### config.mk
export PLATFORM = sky130hd
export DESIGN_NAME = port_led_ctrl
export DESIGN_NICKNAME = d
export VERILOG_FILES = /design/src/rtl/led_pkg.sv /design/src/rtl/led_tick_gen.sv /design/src/rtl/led_port_fsm.sv /design/src/rtl/port_led_ctrl.sv
export SDC_FILE = /design/constraint.sdc
export NUM_CORES = 1
export LEC_CHECK = 0
export BUFFER_PORTS_ARGS = -buffer_cell sky130_fd_sc_hd__buf_2
export CAP_MARGIN = 20
export CELL_PAD_IN_SITES_DETAIL_PLACEMENT = 0
export CELL_PAD_IN_SITES_GLOBAL_PLACEMENT = 1
export CORE_MARGIN = 5
export CORE_UTILIZATION = 49
export DETAILED_ROUTE_END_ITERATION = 10
export GPL_TIMING_DRIVEN = 0
export PLACE_DENSITY = 0.84
export SETUP_SLACK_MARGIN = 0.3
export SLEW_MARGIN = 20
export SYNTH_ARGS = -nofsm -noshare
export SYNTH_HDL_FRONTEND = slang
export SYNTH_SLANG_ARGS = --single-unit
### constraint.sdc
create_clock -name clk -period 5.71 [get_ports clk]
set_clock_uncertainty 0.15 [all_clocks]
set_input_delay 0.571 -clock clk [delete_from_list [all_inputs] [get_ports clk]]
set_output_delay 0.571 -clock clk [all_outputs]
set_load 0.03 [all_outputs]
### src/rtl/led_pkg.sv
package led_pkg;

    // Displayed condition of one port LED
    typedef enum logic [2:0] {
        LED_DARK       = 3'd0,
        LED_SOLID      = 3'd1,
        LED_FAST_BLINK = 3'd2,
        LED_SLOW_BLINK = 3'd3,
        LED_COLOUR_A   = 3'd4,
        LED_COLOUR_B   = 3'd5
    } led_state_e;

endpackage

### src/rtl/led_tick_gen.sv
module led_tick_gen #(
    parameter int TICK_DIV = 10000
) (
    input  logic clk,
    input  logic rst_n,
    output logic tick
);
    localparam int CW = (TICK_DIV > 1) ? $clog2(TICK_DIV) : 1;
    localparam logic [CW-1:0] LAST = CW'(TICK_DIV - 1);

    logic [CW-1:0] div_cnt;

    // Free-running divider, one tick per TICK_DIV clocks
    always_ff @(posedge clk) begin
        if (!rst_n) begin
            div_cnt <= '0;
        end else if (div_cnt == LAST) begin
            div_cnt <= '0;
        end else begin
            div_cnt <= div_cnt + 1'b1;
        end
    end

    assign tick = (div_cnt == LAST);

endmodule

### src/rtl/led_port_fsm.sv
module led_port_fsm
    import led_pkg::*;
#(
    parameter int FAST_HALF_TICKS = 200,
    parameter int SLOW_HALF_TICKS = 800
) (
    input  logic clk,
    input  logic rst_n,
    input  logic enh,
    input  logic tick,
    input  logic link_ok,
    input  logic pol_ok,
    input  logic full_dup,
    input  logic err_flag,
    output logic led_on,
    output logic led_colour_b
);
    localparam int MAXH = (FAST_HALF_TICKS > SLOW_HALF_TICKS) ? FAST_HALF_TICKS : SLOW_HALF_TICKS;
    localparam int HW   = $clog2((MAXH > 1) ? MAXH : 2);
    localparam logic [HW-1:0] FAST_LIM = HW'(FAST_HALF_TICKS - 1);
    localparam logic [HW-1:0] SLOW_LIM = HW'(SLOW_HALF_TICKS - 1);

    led_state_e    state, target;
    logic [HW-1:0] half_cnt;
    logic [HW-1:0] half_lim;
    logic          lit_phase;
    logic          blinking;

    // Target condition: enhanced decodes link/duplex, normal ranks faults
    always_comb begin
        if (enh) begin
            if (!link_ok)      target = LED_DARK;
            else if (full_dup) target = LED_COLOUR_A;
            else               target = LED_COLOUR_B;
        end else begin
            if (err_flag)      target = LED_SOLID;
            else if (!link_ok) target = LED_FAST_BLINK;
            else if (!pol_ok)  target = LED_SLOW_BLINK;
            else               target = LED_DARK;
        end
    end

    assign blinking = (state == LED_FAST_BLINK) || (state == LED_SLOW_BLINK);
    assign half_lim = (state == LED_FAST_BLINK) ? FAST_LIM : SLOW_LIM;

    // State register with blink phase
    always_ff @(posedge clk) begin
        if (!rst_n) begin
            state     <= LED_DARK;
            half_cnt  <= '0;
            lit_phase <= 1'b0;
        end else if (target != state) begin
            state     <= target;
            half_cnt  <= '0;
            lit_phase <= 1'b1;
        end else if (blinking && tick) begin
            if (half_cnt == half_lim) begin
                half_cnt  <= '0;
                lit_phase <= ~lit_phase;
            end else begin
                half_cnt  <= half_cnt + 1'b1;
            end
        end
    end

    // Output decode from state only
    always_comb begin
        led_on       = 1'b0;
        led_colour_b = 1'b0;
        unique case (state)
            LED_DARK:       led_on = 1'b0;
            LED_SOLID:      led_on = 1'b1;
            LED_FAST_BLINK: led_on = lit_phase;
            LED_SLOW_BLINK: led_on = lit_phase;
            LED_COLOUR_A:   led_on = 1'b1;
            LED_COLOUR_B: begin
                led_on       = 1'b1;
                led_colour_b = 1'b1;
            end
            default:        led_on = 1'b0;
        endcase
    end

endmodule

### src/rtl/port_led_ctrl.sv
module port_led_ctrl #(
    parameter int NUM_PORTS       = 4,
    parameter int TICK_DIV        = 10000,
    parameter int FAST_HALF_TICKS = 200,
    parameter int SLOW_HALF_TICKS = 800
) (
    input  logic                 clk,
    input  logic                 rst_n,
    input  logic                 enh_strap,
    input  logic [NUM_PORTS-1:0] link_ok,
    input  logic [NUM_PORTS-1:0] pol_ok,
    input  logic [NUM_PORTS-1:0] full_dup,
    input  logic [NUM_PORTS-1:0] err_flag,
    output logic [NUM_PORTS-1:0] led_on,
    output logic [NUM_PORTS-1:0] led_colour_b
);
    logic enh_mode;
    logic tick;

    // Mode strap captured only while reset is held
    always_ff @(posedge clk) begin
        if (!rst_n) begin
            enh_mode <= enh_strap;
        end
    end

    led_tick_gen #(
        .TICK_DIV(TICK_DIV)
    ) u_tick (
        .clk  (clk),
        .rst_n(rst_n),
        .tick (tick)
    );

    for (genvar g = 0; g < NUM_PORTS; g++) begin : g_port
        led_port_fsm #(
            .FAST_HALF_TICKS(FAST_HALF_TICKS),
            .SLOW_HALF_TICKS(SLOW_HALF_TICKS)
        ) u_fsm (
            .clk         (clk),
            .rst_n       (rst_n),
            .enh         (enh_mode),
            .tick        (tick),
            .link_ok     (link_ok[g]),
            .pol_ok      (pol_ok[g]),
            .full_dup    (full_dup[g]),
            .err_flag    (err_flag[g]),
            .led_on      (led_on[g]),
            .led_colour_b(led_colour_b[g])
        );
    end

endmodule

==> flow_metrics.py <==
metrics = {
    "outcome": {
        "status": "complete, no violations",
    },
    "route": {
        "drc": 0,
        "antenna_left": 0,
        "post_drt_wl_per_cell_um": 14.4,
        "viasPerCell": 5.80,
        "dr.pass1.iters": 4,
        "via_count": 3672,
        "drt_iter0_drc": 133,
        "routed_wl_mm": 9.13,
    },
    "logic_synthesis": {
        "synth_top_family_by_area": "simple AND/OR/NAND/NOR gates",
        "synth_area_um2": 3900,
        "yosys_warnings": 0,
        "synthArstFlopShare": 0,
        "synthMuxAreaShare": 0,
        "synth-adder-area-share": 0.0160,
        "synth_edf_count": 1,
        "syn_avg_cell_area_um2": 7.97,
        "yosysSeqAreaShare": 0.367,
        "ys_dominant_reg_cell": "dfxtp_1",
        "syn_inst": 490,
        "synth_compound_area_frac": 0.151,
        "synthSimpleGateAreaFrac": 0.379,
        "synth_xor_area_frac": 0.0538,
        "synth_nets": 514,
        "ys_types": 59,
        "ys_ff_latch": 71,
    },
    "final_layout": {
        "layout-drive-gt1-share": 0.115,
        "register_area_um2": 1430,
        "syn_to_final_growth_pct": 11.5,
        "final_nets": 550,
        "fillerInstances": 766,
        "multi_input_area_um2": 2350,
        "n_antenna_cell": 0,
    },
    "clock_network": {
        "post_cts_resized": 0,
        "cts-root-buf": "clkbuf_8",
        "clk_latency_ns": 0.34,
        "cts_tree": "yes",
        "cts_num_sinks": 71,
        "cts_setup_buffers": 0,
        "cts_hold_buf": 0,
        "cts_made_buffers": 9,
        "clk_pin_slew_ns": 0.08,
        "h-tree-depth": 3,
        "cts_max_path_buffers": 2,
    },
    "grt": {
        "grt_max_degree": 13,
        "grt_use_total": 0.190,
        "grt_pass1_vias": 3328,
        "grt_first_pass_wirelength_mm": 15.6,
        "antenna_found_initial": 0,
        "grt-ovfl-total": 0,
    },
    "worst_setup_path": {
        "criticalPathCategory": "flip-flop to flip-flop",
        "endpoint_kind": "flip-flop",
        "path_buf_inv": 0,
        "crit_slowest_cell": "or4b_2",
        "crit_arrival_ns": 3.05,
        "critPathMaxFanout": 10,
        "slowest_delay_ns": 0.68,
        "cp-start-kind": "flip-flop",
        "crit_path_cell_trace": "or4b_4 -> nor4_4 -> nand2_2 -> or4b_2 -> a21oi_1",
        "worstPathRequired_ns": 5.83,
        "crit_family": "simple AND/OR/NAND/NOR gates",
    },
    "die": {
        "row_count": 32,
        "die-area_um2": 9850,
        "start_util": 0.505,
        "core_um2": 7730,
        "die_w_um": 99.3,
        "ioPinCount": 27,
        "die_h_um": 99.3,
    },
    "placed_design": {
        "place_hpwl_mm": 6.56,
        "io_buffers": 25,
        "gp_congestion": 0.789,
    },
    "sta": {
        "finalCritPeriodShare": 0.512,
        "hold_slack_ns": 0.247,
        "setup_viol": 0,
        "hold_violations": 0,
        "rsz0062_at_grt": "no",
        "finalMaxSlewViolations": 0,
        "min_period_ns": 2.92,
        "fmax_mhz": 342,
        "fin_setup_tns_ns": 0,
        "slew_headroom": 0.472,
        "max_slew.worst_pin.slew_ns": 0.790,
    },
    "job": {
        "max-cap-violations": 0,
    },
    "power": {
        "powerDensity_nw_per_um2": 227,
        "p_leak_nw": 1.48,
        "ir_drop_mv": 0.127,
    },
    "hold_path": {
        "hp-class": "primary input to flip-flop",
    },
}
[sequential cells by signal, indices dropped and copies added, names as in the netlist]
| name | count |
|---|---|
| g_port.u_fsm.half_cnt | 40 |
| u_tick.div_cnt | 14 |
| g_port.u_fsm.state | 12 |
| g_port.u_fsm.lit_phase | 4 |
| enh_mode | 1 |
[routing by layer]
metal  global-route usage  vias to the layer above  wire length [um]
met5                    0                        -                 0
met4               0.0452                        0                82
met3               0.0414                        8               288
met2                0.313                       51              4350
met1                0.256                     1735              4410
li1                     -                     1878                 -
[stage by stage]
stage | worst slack (ns) | cell area [um2] | utilization | instances | total power [W]
global placement | 2.81 | 4160 | 0.538 | 617 | 0.000618
finish | 2.79 | 4350 | 0.563 | 633 | 0.000990
floorplan | 3.06 | 3910 | - | 490 | 0.000591
CTS | 2.77 | 4350 | 0.563 | 633 | 0.00100
global route | 2.67 | 4350 | 0.563 | 633 | 0.00104
detailed placement | 2.78 | 4170 | 0.539 | 617 | 0.000621
[logic make-up (layout without fill, tap and decap cells)]
group	count (synthesis)	after routing
buffers and inverters	27	68
adder cells (fa/ha/maj)	5	5
AO/OA/AOI/OAI	93	93
XOR/XNOR	24	24
flip-flops	71	71
AND/OR/NAND/NOR	270	270
[power breakdown]
group	internal [W]	leakage, nW	total, W	switching, W
clock network	0.000194	0.0889	0.000380	0.000186
logic	0.0000377	0.817	0.0000915	0.0000538
registers	0.000506	0.578	0.000518	0.0000118
total	0.000738	1.48	0.000990	0.000252
[final cells by class]
type                    count  share of cell area
multi-input cells         392               0.540
flip-flops and latches     71               0.329
clock buffers              14              0.0397
well taps                 102              0.0293
repair buffers             25              0.0287
plain buffers              20              0.0241
inverters                   7             0.00604
clock inverters             2             0.00345
[cell usage after synthesis (2+ instances only)]
master	count	area [um2]
nand2b_1	12	75.1
nand4_1	9	56.3
o311a_1	2	20.0
nand2_1	46	173
o21ai_0	14	70.1
nor4b_1	4	35.0
nor2_1	53	199
xnor2_1	12	105
a211oi_1	3	22.5
dfxtp_1	70	1400
or2_2	3	18.8
a22oi_1	11	82.6
nor3b_1	3	22.5
and2_1	11	68.8
buf_4	8	60.1
nor4_1	10	62.6
nor3_1	11	55.1
nand4b_1	3	26.3
nand3_1	44	220
and3_1	17	106
nor4bb_1	2	20.0
or4b_2	2	20.0
inv_1	7	26.3
and4_1	2	17.5
a2bb2oi_1	2	17.5
a311oi_1	3	26.3
clkbuf_1	12	45.0
nor2b_1	6	37.5
or3_1	8	50.1
or4_1	8	60.1
xor2_1	12	105
a21boi_0	2	15.0
a31oi_1	12	75.1
or3b_2	2	17.5
ha_1	5	62.6
a21oi_1	31	155
nand3b_1	6	45.0
[path summary, 6_finish.rpt]
check	slack, ns	end	start	cells after the start
setup / recovery	2.79	g_port[3].u_fsm.half_cnt[5]	u_tick.div_cnt[11]	5
hold / removal	0.25	enh_mode	enh_strap	1
setup reg to reg	2.79	g_port[3].u_fsm.half_cnt[5]	u_tick.div_cnt[11]	5
hold reg to reg	0.32	u_tick.div_cnt[0]	u_tick.div_cnt[0]	1
[cell usage in the layout, fill, tap and decap left out, types with 8 or more instances in the layout]
master,synthesis,final
nor3_1,11,11
a22oi_1,11,11
nand4_1,9,9
nand3_1,44,44
clkbuf_1,12,14
xor2_1,12,12
buf_4,8,8
o21ai_0,14,14
nand2b_1,12,12
and3_1,17,17
buf_2,0,25
nand2_1,46,46
nor4_1,10,10
dfxtp_1,70,70
a31oi_1,12,12
or3_1,8,8
or4_1,8,8
xnor2_1,12,12
nor2_1,53,53
clkbuf_8,0,12
and2_1,11,11
a21oi_1,31,31
Power figures use the tool's default switching activity.
